File: config.mk
export PLATFORM = sky130hd
export DESIGN_NAME = srp_port
export DESIGN_NICKNAME = d
export VERILOG_FILES = /design/src/rtl/srp_pkg.sv /design/src/rtl/srp_sync.sv /design/src/rtl/srp_frame.sv /design/src/rtl/srp_regfile.sv /design/src/rtl/srp_port.sv
export SDC_FILE = /design/constraint.sdc
export NUM_CORES = 1
export LEC_CHECK = 0
export BUFFER_PORTS_ARGS = -buffer_cell sky130_fd_sc_hd__buf_2
export CORE_ASPECT_RATIO = 0.9
export CORE_UTILIZATION = 45
export DETAILED_ROUTE_END_ITERATION = 16
export PLACE_DENSITY = 0.77
export RECOVER_POWER = 50
export SETUP_SLACK_MARGIN = 0.5
export SKIP_CTS_REPAIR_TIMING = 1
export SYNTH_ARGS = -nofsm -noshare
export SYNTH_HDL_FRONTEND = slang
export SYNTH_SLANG_ARGS = --single-unit
File: constraint.sdc
create_clock -name clk_i -period 2.8 [get_ports clk_i]
set_input_delay 0.56 -clock clk_i [delete_from_list [all_inputs] [get_ports clk_i]]
set_output_delay 0.56 -clock clk_i [all_outputs]
set_load 0.03 [all_outputs]
File: src/rtl/srp_pkg.sv
package srp_pkg;
  localparam int unsigned INSTR_W = 8;
  localparam int unsigned ADDR_W  = INSTR_W - 1;
  localparam int unsigned DATA_W  = 16;
  localparam int unsigned FRAME_BITS = INSTR_W + DATA_W;
  localparam int unsigned CNT_W   = $clog2(FRAME_BITS + 1);

  typedef struct packed {
    logic              rd;
    logic [ADDR_W-1:0] addr;
  } instr_t;
endpackage

File: src/rtl/srp_sync.sv
module srp_sync #(
  parameter int unsigned W = 1,
  parameter logic [W-1:0] RST_VAL = '0
) (
  input  logic         clk_i,
  input  logic         rst_ni,
  input  logic [W-1:0] d_i,
  output logic [W-1:0] q_o
);
  logic [W-1:0] s1_q, s2_q;

  always_ff @(posedge clk_i or negedge rst_ni) begin
    if (!rst_ni) begin
      s1_q <= RST_VAL;
      s2_q <= RST_VAL;
    end else begin
      s1_q <= d_i;
      s2_q <= s1_q;
    end
  end

  assign q_o = s2_q;
endmodule

File: src/rtl/srp_frame.sv
module srp_frame
  import srp_pkg::*;
(
  input  logic              clk_i,
  input  logic              rst_ni,
  input  logic              sclk_s_i,
  input  logic              cs_s_i,
  input  logic              sdi_s_i,
  input  logic [DATA_W-1:0] rdata_i,
  output logic [ADDR_W-1:0] addr_o,
  output logic              wr_en_o,
  output logic [DATA_W-1:0] wdata_o,
  output logic              rd_bit_o,
  output logic              rd_phase_o,
  output logic              idle_o
);
  logic              sclk_q, cs_d_q;
  logic              rise, fall, idle;
  logic [CNT_W-1:0]  cnt_q;
  logic [DATA_W-1:0] shin_q, shout_q;
  instr_t            instr_q;
  logic              rd_phase_q;
  logic [DATA_W-1:0] shin_next;

  always_ff @(posedge clk_i or negedge rst_ni) begin
    if (!rst_ni) begin
      sclk_q <= 1'b0;
      cs_d_q <= 1'b1;
    end else begin
      sclk_q <= sclk_s_i;
      cs_d_q <= cs_s_i;
    end
  end

  assign rise = sclk_s_i & ~sclk_q;
  assign fall = ~sclk_s_i & sclk_q;
  // frame still counts in the cycle the select rises
  assign idle = cs_s_i & cs_d_q;
  assign shin_next = {shin_q[DATA_W-2:0], sdi_s_i};

  always_ff @(posedge clk_i or negedge rst_ni) begin
    if (!rst_ni) begin
      cnt_q   <= '0;
      shin_q  <= '0;
      instr_q <= '0;
    end else if (idle) begin
      cnt_q   <= '0;
      instr_q <= '0;
    end else if (rise && cnt_q < CNT_W'(FRAME_BITS)) begin
      cnt_q  <= cnt_q + 1'b1;
      shin_q <= shin_next;
      if (cnt_q == CNT_W'(INSTR_W - 1)) instr_q <= instr_t'(shin_next[INSTR_W-1:0]);
    end
  end

  always_ff @(posedge clk_i or negedge rst_ni) begin
    if (!rst_ni) begin
      shout_q    <= '0;
      rd_phase_q <= 1'b0;
    end else if (idle) begin
      shout_q    <= '0;
      rd_phase_q <= 1'b0;
    end else if (fall) begin
      if (cnt_q == CNT_W'(INSTR_W) && instr_q.rd) begin
        shout_q    <= rdata_i;
        rd_phase_q <= 1'b1;
      end else if (rd_phase_q && cnt_q < CNT_W'(FRAME_BITS)) begin
        shout_q <= {shout_q[DATA_W-2:0], 1'b0};
      end
    end
  end

  assign wr_en_o    = ~idle & rise & ~instr_q.rd & (cnt_q == CNT_W'(FRAME_BITS - 1));
  assign wdata_o    = shin_next;
  assign addr_o     = instr_q.addr;
  assign rd_bit_o   = shout_q[DATA_W-1];
  assign rd_phase_o = rd_phase_q;
  assign idle_o     = idle;

  assert_cnt_bound_R3: assert property (@(posedge clk_i) disable iff (!rst_ni)
    cnt_q <= CNT_W'(FRAME_BITS));
  assert_commit_full_R4: assert property (@(posedge clk_i) disable iff (!rst_ni)
    wr_en_o |=> cnt_q == CNT_W'(FRAME_BITS));
  assert_read_only_on_rd_R2: assert property (@(posedge clk_i) disable iff (!rst_ni)
    rd_phase_q |-> instr_q.rd);
  assert_idle_clears_R1: assert property (@(posedge clk_i) disable iff (!rst_ni)
    idle |=> (cnt_q == '0 && !rd_phase_q));
endmodule

File: src/rtl/srp_regfile.sv
module srp_regfile
  import srp_pkg::*;
#(
  parameter int unsigned NUM_REGS = 8
) (
  input  logic                       clk_i,
  input  logic                       rst_ni,
  input  logic                       wr_en_i,
  input  logic [ADDR_W-1:0]          addr_i,
  input  logic [DATA_W-1:0]          wdata_i,
  output logic [DATA_W-1:0]          rdata_o,
  output logic [NUM_REGS*DATA_W-1:0] regs_o
);
  logic [NUM_REGS-1:0][DATA_W-1:0] regs;

  for (genvar g = 0; g < NUM_REGS; g++) begin : g_reg
    logic [DATA_W-1:0] reg_q;
    always_ff @(posedge clk_i or negedge rst_ni) begin
      if (!rst_ni) reg_q <= '0;
      else if (wr_en_i && addr_i == ADDR_W'(g)) reg_q <= wdata_i;
    end
    assign regs[g] = reg_q;
  end

  always_comb begin
    rdata_o = '0;
    for (int i = 0; i < NUM_REGS; i++)
      if (addr_i == ADDR_W'(i)) rdata_o = regs[i];
  end

  assign regs_o = regs;

  assert_hold_no_write_R4: assert property (@(posedge clk_i) disable iff (!rst_ni)
    !wr_en_i |=> $stable(regs));
  assert_unimpl_ignored_R9: assert property (@(posedge clk_i) disable iff (!rst_ni)
    (wr_en_i && int'(addr_i) >= NUM_REGS) |=> $stable(regs));
endmodule

File: src/rtl/srp_port.sv
module srp_port
  import srp_pkg::*;
#(
  parameter int unsigned NUM_REGS = 8,
  parameter int unsigned MODE_REG = 0,
  parameter int unsigned MODE_BIT = 0
) (
  input  logic                       clk_i,
  input  logic                       rst_ni,
  input  logic                       sclk_i,
  input  logic                       cs_ni,
  input  logic                       sdio_i,
  output logic                       sdio_o,
  output logic                       sdio_oe_o,
  output logic                       sdo_o,
  output logic [NUM_REGS*DATA_W-1:0] cfg_o
);
  localparam int unsigned MODE_IDX = MODE_REG * DATA_W + MODE_BIT;

  logic              sclk_s, cs_s, sdi_s;
  logic [ADDR_W-1:0] addr;
  logic              wr_en, rd_bit, rd_phase, idle;
  logic [DATA_W-1:0] wdata, rdata;
  logic              four_pin_q;

  srp_sync #(.W(3), .RST_VAL(3'b010)) u_sync (
    .clk_i  (clk_i),
    .rst_ni (rst_ni),
    .d_i    ({sclk_i, cs_ni, sdio_i}),
    .q_o    ({sclk_s, cs_s, sdi_s})
  );

  srp_frame u_frame (
    .clk_i      (clk_i),
    .rst_ni     (rst_ni),
    .sclk_s_i   (sclk_s),
    .cs_s_i     (cs_s),
    .sdi_s_i    (sdi_s),
    .rdata_i    (rdata),
    .addr_o     (addr),
    .wr_en_o    (wr_en),
    .wdata_o    (wdata),
    .rd_bit_o   (rd_bit),
    .rd_phase_o (rd_phase),
    .idle_o     (idle)
  );

  srp_regfile #(.NUM_REGS(NUM_REGS)) u_regs (
    .clk_i   (clk_i),
    .rst_ni  (rst_ni),
    .wr_en_i (wr_en),
    .addr_i  (addr),
    .wdata_i (wdata),
    .rdata_o (rdata),
    .regs_o  (cfg_o)
  );

  // pin mode frozen for the whole frame
  always_ff @(posedge clk_i or negedge rst_ni) begin
    if (!rst_ni)   four_pin_q <= 1'b0;
    else if (idle) four_pin_q <= cfg_o[MODE_IDX];
  end

  assign sdio_oe_o = rd_phase & ~four_pin_q & ~cs_s;
  assign sdio_o    = rd_phase & ~four_pin_q & rd_bit;
  assign sdo_o     = rd_phase &  four_pin_q & rd_bit;

  assert_mode_frozen_R8: assert property (@(posedge clk_i) disable iff (!rst_ni)
    !idle |=> $stable(four_pin_q));
  assert_split_pins_R7: assert property (@(posedge clk_i) disable iff (!rst_ni)
    !(sdio_oe_o && sdo_o));
  assert_oe_released_R6: assert property (@(posedge clk_i) disable iff (!rst_ni)
    $rose(cs_s) |-> !sdio_oe_o);
  assert_oe_only_read_R6: assert property (@(posedge clk_i) disable iff (!rst_ni)
    sdio_oe_o |-> rd_phase);
endmodule

==> key figures, run 1 <==
Min path
  • Worst Hold Class: in2reg
  • Worst hold path depth: 1
  • Hold Startpoint: sdio_i
  • Hold worst-path end: u_sync.s1_q[0]

Clock network
  • Cts bufs inserted: 17
  • Clk buf depth: 2
  • Root Buffer: clkbuf_16
  • Worst-path clk slew: 0.07 ns
  • CTS tree: done
  • Clk sinks: 182
  • Clock Latency Late Sink: 0.45 ns
  • CTS H-tree lvls: 4

Route
  • Starting DRT DRC Count: 381
  • Post-detailed-routing wire length: 22400 µm
  • Vias: 5866
  • DR pass1 iterations: 5
  • Detail Route Antenna Nets: 0
  • Average routed wire per standard cell: 22.0 µm
  • Mean number of vias per cell: 5.77
  • DRC errors left: 0

Power and ir drop
  • Pleak: 4.80 nW
  • Pwr dens: 576 nW/µm²
  • Worst ir drop on vdd: 0.456 mV
  • Overall Power: 5.64 mW

Logic synthesis
  • Top cells by area, synth: dfrtp_1, mux2_2, mux2i_1, a22o_1, mux2_4
  • Synthesized area per cell: 13.2 µm²
  • Syn Inst Count: 633
  • Post-synth top area share: 0.538
  • Post-synth EDFFs: 0
  • Main synth FF type: dfrtp_1
  • Syn_nets: 640
  • Top cell type by total area after synthesis: dfrtp_1
  • Yosys reg bits: 182
  • Post-Syn Area: 8330 µm²
  • Share of synthesized flip-flops with an asynchronous set or reset: 1.00
  • Synth Warn #: 0
  • Synth unique cells: 56
  • Post-synthesis sequential area ratio: 0.547

Finish
  • Diode count: 0
  • Most common cell after layout, fill and taps aside: dfrtp_1
  • Layout Nets: 770
  • Layout area overhead: 17.7%
  • Most frequent cells in the layout: dfrtp_1, mux2_2, buf_2, clkbuf_1, mux2i_1
  • Layout cells sized above 1: 0.397

STA
  • Setup TNS: 0 ns
  • Final period util: 0.871
  • Setup WS post-layout: 0.362 ns
  • Fin Hold WS: 0.217 ns
  • Unrepaired setup endpoints after global routing: false
  • Max-slew headroom: -0.00396
  • Final setup violation count: 0
  • Post-layout min period: 2.44 ns
  • Setup Skew: 0.0179 ns
  • Slew Viols, Final: 60
  • F_max: 0.410 GHz
  • Worst Tran Pin Value: 1.51 ns
  • Final hold vios: 0

Global routing
  • First-pass GRT wire length: 33900 µm
  • Initial antenna violation count: 0
  • Gr ovfl total: 0
  • Largest net degree at the start of global routing: 61
  • Vias in the first global route: 5735
  • GR Util All Layers: 0.240

Outcome
  • Status: finished with violations
  • Failing checks: max-capacitance violations, max-slew violations

Floorplan
  • Starting Density: 0.467
  • Ports: 136
  • Die span in x: 145 µm
  • Die Span Y: 131 µm
  • Core Area: 17800 µm²
  • Cell Rows: 46
  • Full die area: 19100 µm²

Worst setup path
  • Crit end category: flip-flop
  • Critical Path Max Stage Delay: 0.57 ns
  • Path depth of the worst reg2reg path: 5
  • Critical path launch point type: flip-flop
  • CP required: 3.13 ns
  • Critical path class: reg2reg
  • Reg2Reg Setup Slack: 0.36 ns
  • Crit path max fanout: 16
  • Reg2reg end: u_regs.g_reg[0].reg_q[8]
  • CP max stage cell: dfstp_1
  • Crit-path cells: and2_0, nor4b_4, and2b_2, nand2_2, mux2_2
  • Reg-to-Reg Start: u_sync.q_o[1]
  • WP data arrival: 2.77 ns

Placed design
  • DP HPWL: 15100 µm
  • GPL Wtd Cong: 0.848
  • Pre-CTS setup slack: 0.427 ns
  • Port bufs: 135

Run
  • Max-Cap Viols: 1
==> power breakdown <==
part | internal, mW | switching [mW]
registers | 2.72 | 0.312
logic | 0.0985 | 0.108
clock network | 1.35 | 1.06
==> synthesized netlist by cell type (2+ instances only) <==
master and n:
nand4_1 2, o211ai_1 3, nand3_1 11, o221ai_1 8
nor2_1 18, mux2i_1 37, buf_2 13, a22o_1 19
o221a_2 4, xor2_1 2, a21oi_1 6, ha_1 2
and2_1 3, o22ai_1 3, or2_2 3, mux2_2 127
mux2_4 10, inv_1 6, clkbuf_1 20, buf_6 4
mux2_1 10, nor3_1 2, o2111ai_1 3, and3_1 5
buf_1 11, nand2b_1 6, nand2_1 34, mux4_2 4
nor3_2 2, nor3_4 2, dfrtp_1 179, o21ai_0 25
nor2b_1 6, dfstp_2 3, nand2_2 4, a22oi_1 12
o2bb2ai_1 5
==> final cells by class <==
type	count	area, µm²
clock inverter	13	144
tap	240	300
sequential	182	4560
fill	1533	8040
timing repair buffer	161	822
multi-input combinational	395	3510
clock buffer	19	443
inverter	6	22.5
==> worst max-delay path by stage <==
stage,to,startpoint,cells past startpoint
after floorplan,u_regs.g_reg[2].reg_q[10],u_frame.cs_d_q,8
after global placement,u_regs.g_reg[4].reg_q[11],u_frame.cnt_q[0],5
after detailed placement,u_regs.g_reg[5].reg_q[2],u_frame.addr_o[5],6
after CTS,u_regs.g_reg[5].reg_q[2],u_frame.addr_o[5],6
after global routing,u_regs.g_reg[0].reg_q[2],u_sync.q_o[1],5
final,u_regs.g_reg[0].reg_q[8],u_sync.q_o[1],5
==> per-layer routing <==
layer	vias to the layer above	share of wire	global-route usage
met5	-	0	0
met4	0	0.017	0.0799
met3	29	0.066	0.0571
met2	225	0.46	0.369
met1	3042	0.46	0.336
li1	2570	-	-
==> worst max-delay path, delay by kind of cell (launching register included) <==
family	cells	cell delay, ns
simple gates	4	1.34
flops	1	0.57
mux	1	0.41
==> registers in the layout, summed over array words and instances, names as in the netlist <==
name,flops
u_regs.g.reg_q,128
u_frame.shout_q,16
u_frame.shin_q,15
u_frame.addr_o,7
u_frame.cnt_q,5
u_sync.q_o,3
u_sync.s1_q,3
four_pin_q,1
u_frame.cs_d_q,1
u_frame.instr_q,1
u_frame.rd_phase_o,1
u_frame.sclk_q,1
==> metrics by stage <==
step	instances	area (µm²)	utilization
global route	1016	9800	0.549
global placement	979	9260	0.519
floorplan	633	8330	-
CTS	1011	9850	0.552
detailed placement	979	9260	0.519
finish	1016	9800	0.549
==> cells by family (layout without fill, tap and decap cells) <==
family / count (synthesis) / after routing / synth area share
fa+ha+maj: 2 / 2 / 0.00300
mux: 188 / 188 / 0.259
simple gates: 108 / 108 / 0.0732
flops: 182 / 182 / 0.547
compound gates: 94 / 94 / 0.0823
buf+inv: 56 / 199 / 0.0326
xor+xnor: 3 / 3 / 0.00316
No activity file was read; power rests on OpenSTA's default activity.
==> run 2: changes to the inputs <==
Settings changed: SYNTH_HIERARCHICAL set to 1.
==> key figures, run 2 <==
Logic synthesis
  • Syn Inst Count: 654
  • Post-synth top area share: 0.535
  • Yosys reg bits: 182
  • Post-synthesis sequential area ratio: 0.544
  • Syn_nets: 661
  • Synthesized area per cell: 12.8 µm²
  • Most common cell in the netlist: dfrtp_1
  • Synth unique cells: 60
  • Main synth FF type: dfrtp_1
  • Top cells by area, synth: dfrtp_1, mux2_2, nand3_1, mux2i_1, a22oi_1
  • Post-synth top cells: dfrtp_1, mux2_2, nand3_1
  • Share of synthesized flip-flops with an asynchronous set or reset: 1.00
  • Synth Warn #: 6
  • Post-synth EDFFs: 0
  • Top cell type by total area after synthesis: dfrtp_1
  • Post-Syn Area: 8380 µm²

Route
  • Average routed wire per standard cell: 21.7 µm
  • Detail Route Antenna Nets: 0
  • DR pass1 iterations: 5
  • DRC errors left: 0
  • Post-detailed-routing wire length: 22800 µm
  • Starting DRT DRC Count: 482
  • Vias: 6238
  • Mean number of vias per cell: 5.95

STA
  • Post-layout min period: 2.20 ns
  • Worst Tran Pin Value: 1.46 ns
  • F_max: 0.454 GHz
  • Setup Skew: 0.00957 ns
  • Setup TNS: 0 ns
  • Slew Viols, Final: 0
  • Fin Hold WS: 0.215 ns
  • Final setup violation count: 0
  • Final hold vios: 0
  • Final period util: 0.787
  • Max-slew headroom: 0.0263
  • Unrepaired setup endpoints after global routing: false

Floorplan
  • Ports: 136
  • Cell Rows: 46
  • Die Span Y: 131 µm
  • Core Area: 17900 µm²
  • Full die area: 19200 µm²
  • Starting Density: 0.468
  • Die span in x: 146 µm

Finish
  • Layout Nets: 803
  • Diode count: 0
  • Post-layout util: 0.557
  • Most frequent cells in the layout: dfrtp_1, mux2_2, buf_2, clkbuf_1, nand3_1
  • Layout area overhead: 19.0%
  • Top flop regs: u_regs/g.reg_q x128, u_frame/shout_q x16, u_frame/shin_q x15
  • Most common cell after layout, fill and taps aside: dfrtp_1
  • Max FFs per register: 128
  • Layout cells sized above 1: 0.425
  • Layout fillers: 1472
  • Most flops, register: u_regs/g.reg_q

Run
  • Max-Cap Viols: 0

Worst setup path
  • CP required: 3.12 ns
  • Critical path launch point type: flip-flop
  • CP max stage cell: dfrtp_1
  • Critical path class: reg2reg
  • Crit path max fanout: 16
  • WP data arrival: 2.53 ns
  • Crit-path cells: ha_1, nand2_1, nor2_2, and4_4, nor3b_4, buf_4, nand2_4, mux2_2
  • Crit end category: flip-flop
  • Critical Path Max Stage Delay: 0.38 ns

Clock network
  • CTS tree: done
  • Clk sinks: 182
  • Root Buffer: clkbuf_16
  • Clk buf depth: 2
  • CTS H-tree lvls: 4
  • Cts bufs inserted: 17
  • Worst-path clk slew: 0.07 ns
  • Clock Latency Late Sink: 0.44 ns

Global routing
  • Largest net degree at the start of global routing: 58
  • Vias in the first global route: 6051
  • GR Util met1: 0.342
  • Initial antenna violation count: 0
  • M3 GR Usage: 0.0545
  • GRT Max-Usage Layer: met2
  • First-pass GRT wire length: 35600 µm
  • GR Util All Layers: 0.242
  • Gr ovfl total: 0
  • Met2 Resource Use GR: 0.370

Min path
  • Worst Hold Class: in2reg

Power and ir drop
  • Pleak: 4.88 nW
  • Pwr dens: 619 nW/µm²
  • Overall Power: 6.17 mW
  • Worst ir drop on vdd: 0.539 mV

Placed design
  • DP HPWL: 15200 µm
  • GPL Wtd Cong: 0.831
  • Port bufs: 135

Outcome
  • Status: finished clean
[run 2: cell types whose count changed in the layout (fill, tap and decap cells not counted), moves of 12 or more]
cell,delta
o21ai_0,-13
o211ai_1,+12
a22o_1,-17
mux2_2,+29
nand3_1,+32
inv_1,+15
mux2i_1,-20
[run 2: through the flow]
step | std cells | setup WS [ns] | area (µm²)
floorplan | 654 | 0.515 | 8380
global placement | 1007 | 0.398 | 9340
detailed placement | 1007 | 0.355 | 9340
CTS | 1039 | 0.318 | 9910
global route | 1049 | 0.360 | 9970
finish | 1049 | 0.596 | 9970
[run 2: cell type report]
cell class                 count  area, µm²  area share
sequential                   182       4560       0.458
tap                          240        300      0.0301
multi-input combinational    400       3500       0.351
clock inverter                15        153      0.0153
inverter                      22       82.6     0.00829
clock buffer                  17        425      0.0427
timing repair buffer         173        945      0.0948
[run 2: layer usage]
layer  wire (µm)  part of all wire  up-vias
met1        9810              0.43     3232
met4         448             0.020        0
li1            -                 -     2672
met5           0                 0        -
met2       10600              0.46      301
met3        1930             0.085       33
[run 2: cell families after synthesis]
group / count (synthesis) / synth area share
flip-flops: 182 / 0.544
buffers and inverters: 72 / 0.0424
XOR/XNOR: 2 / 0.00209
AND/OR/NAND/NOR: 123 / 0.0787
multiplexers: 176 / 0.237
adder cells (fa/ha/maj): 2 / 0.00299
AO/OA/AOI/OAI: 97 / 0.0925
[run 2: worst paths after layout]
kind                                  start  cells after the start                        end  slack [ns]
max                        u_frame/cnt_q[1]                      8   u_regs/g_reg[1].reg_q[7]        0.60
min                                   cs_ni                      1             u_sync/s1_q[1]        0.21
max reg2reg                u_frame/cnt_q[1]                      8   u_regs/g_reg[1].reg_q[7]        0.60
min reg2reg                  u_sync/s1_q[0]                      0              u_sync/q_o[0]        0.35
max in group asynchronous            rst_ni                      2  u_regs/g_reg[0].reg_q[10]        0.73
min in group asynchronous            rst_ni                      1             u_sync/s1_q[2]        0.47
[run 2: power by group]
group          switching [mW]  leakage, nW  total [mW]  internal [mW]
Combinational           0.436         2.11       0.720          0.284
Clock                    1.11        0.283        2.38           1.26
Sequential              0.315         2.49        3.07           2.75
Total                    1.86         4.88        6.17           4.30
[run 2: worst max-delay path, delay by kind of cell, from the launching register on]
kind                     cells  cell delay (ns)
AND/OR/NAND/NOR              5             0.99
buffers and inverters        1             0.18
adder cells (fa/ha/maj)      1             0.19
flip-flops                   1             0.38
multiplexers                 1             0.35
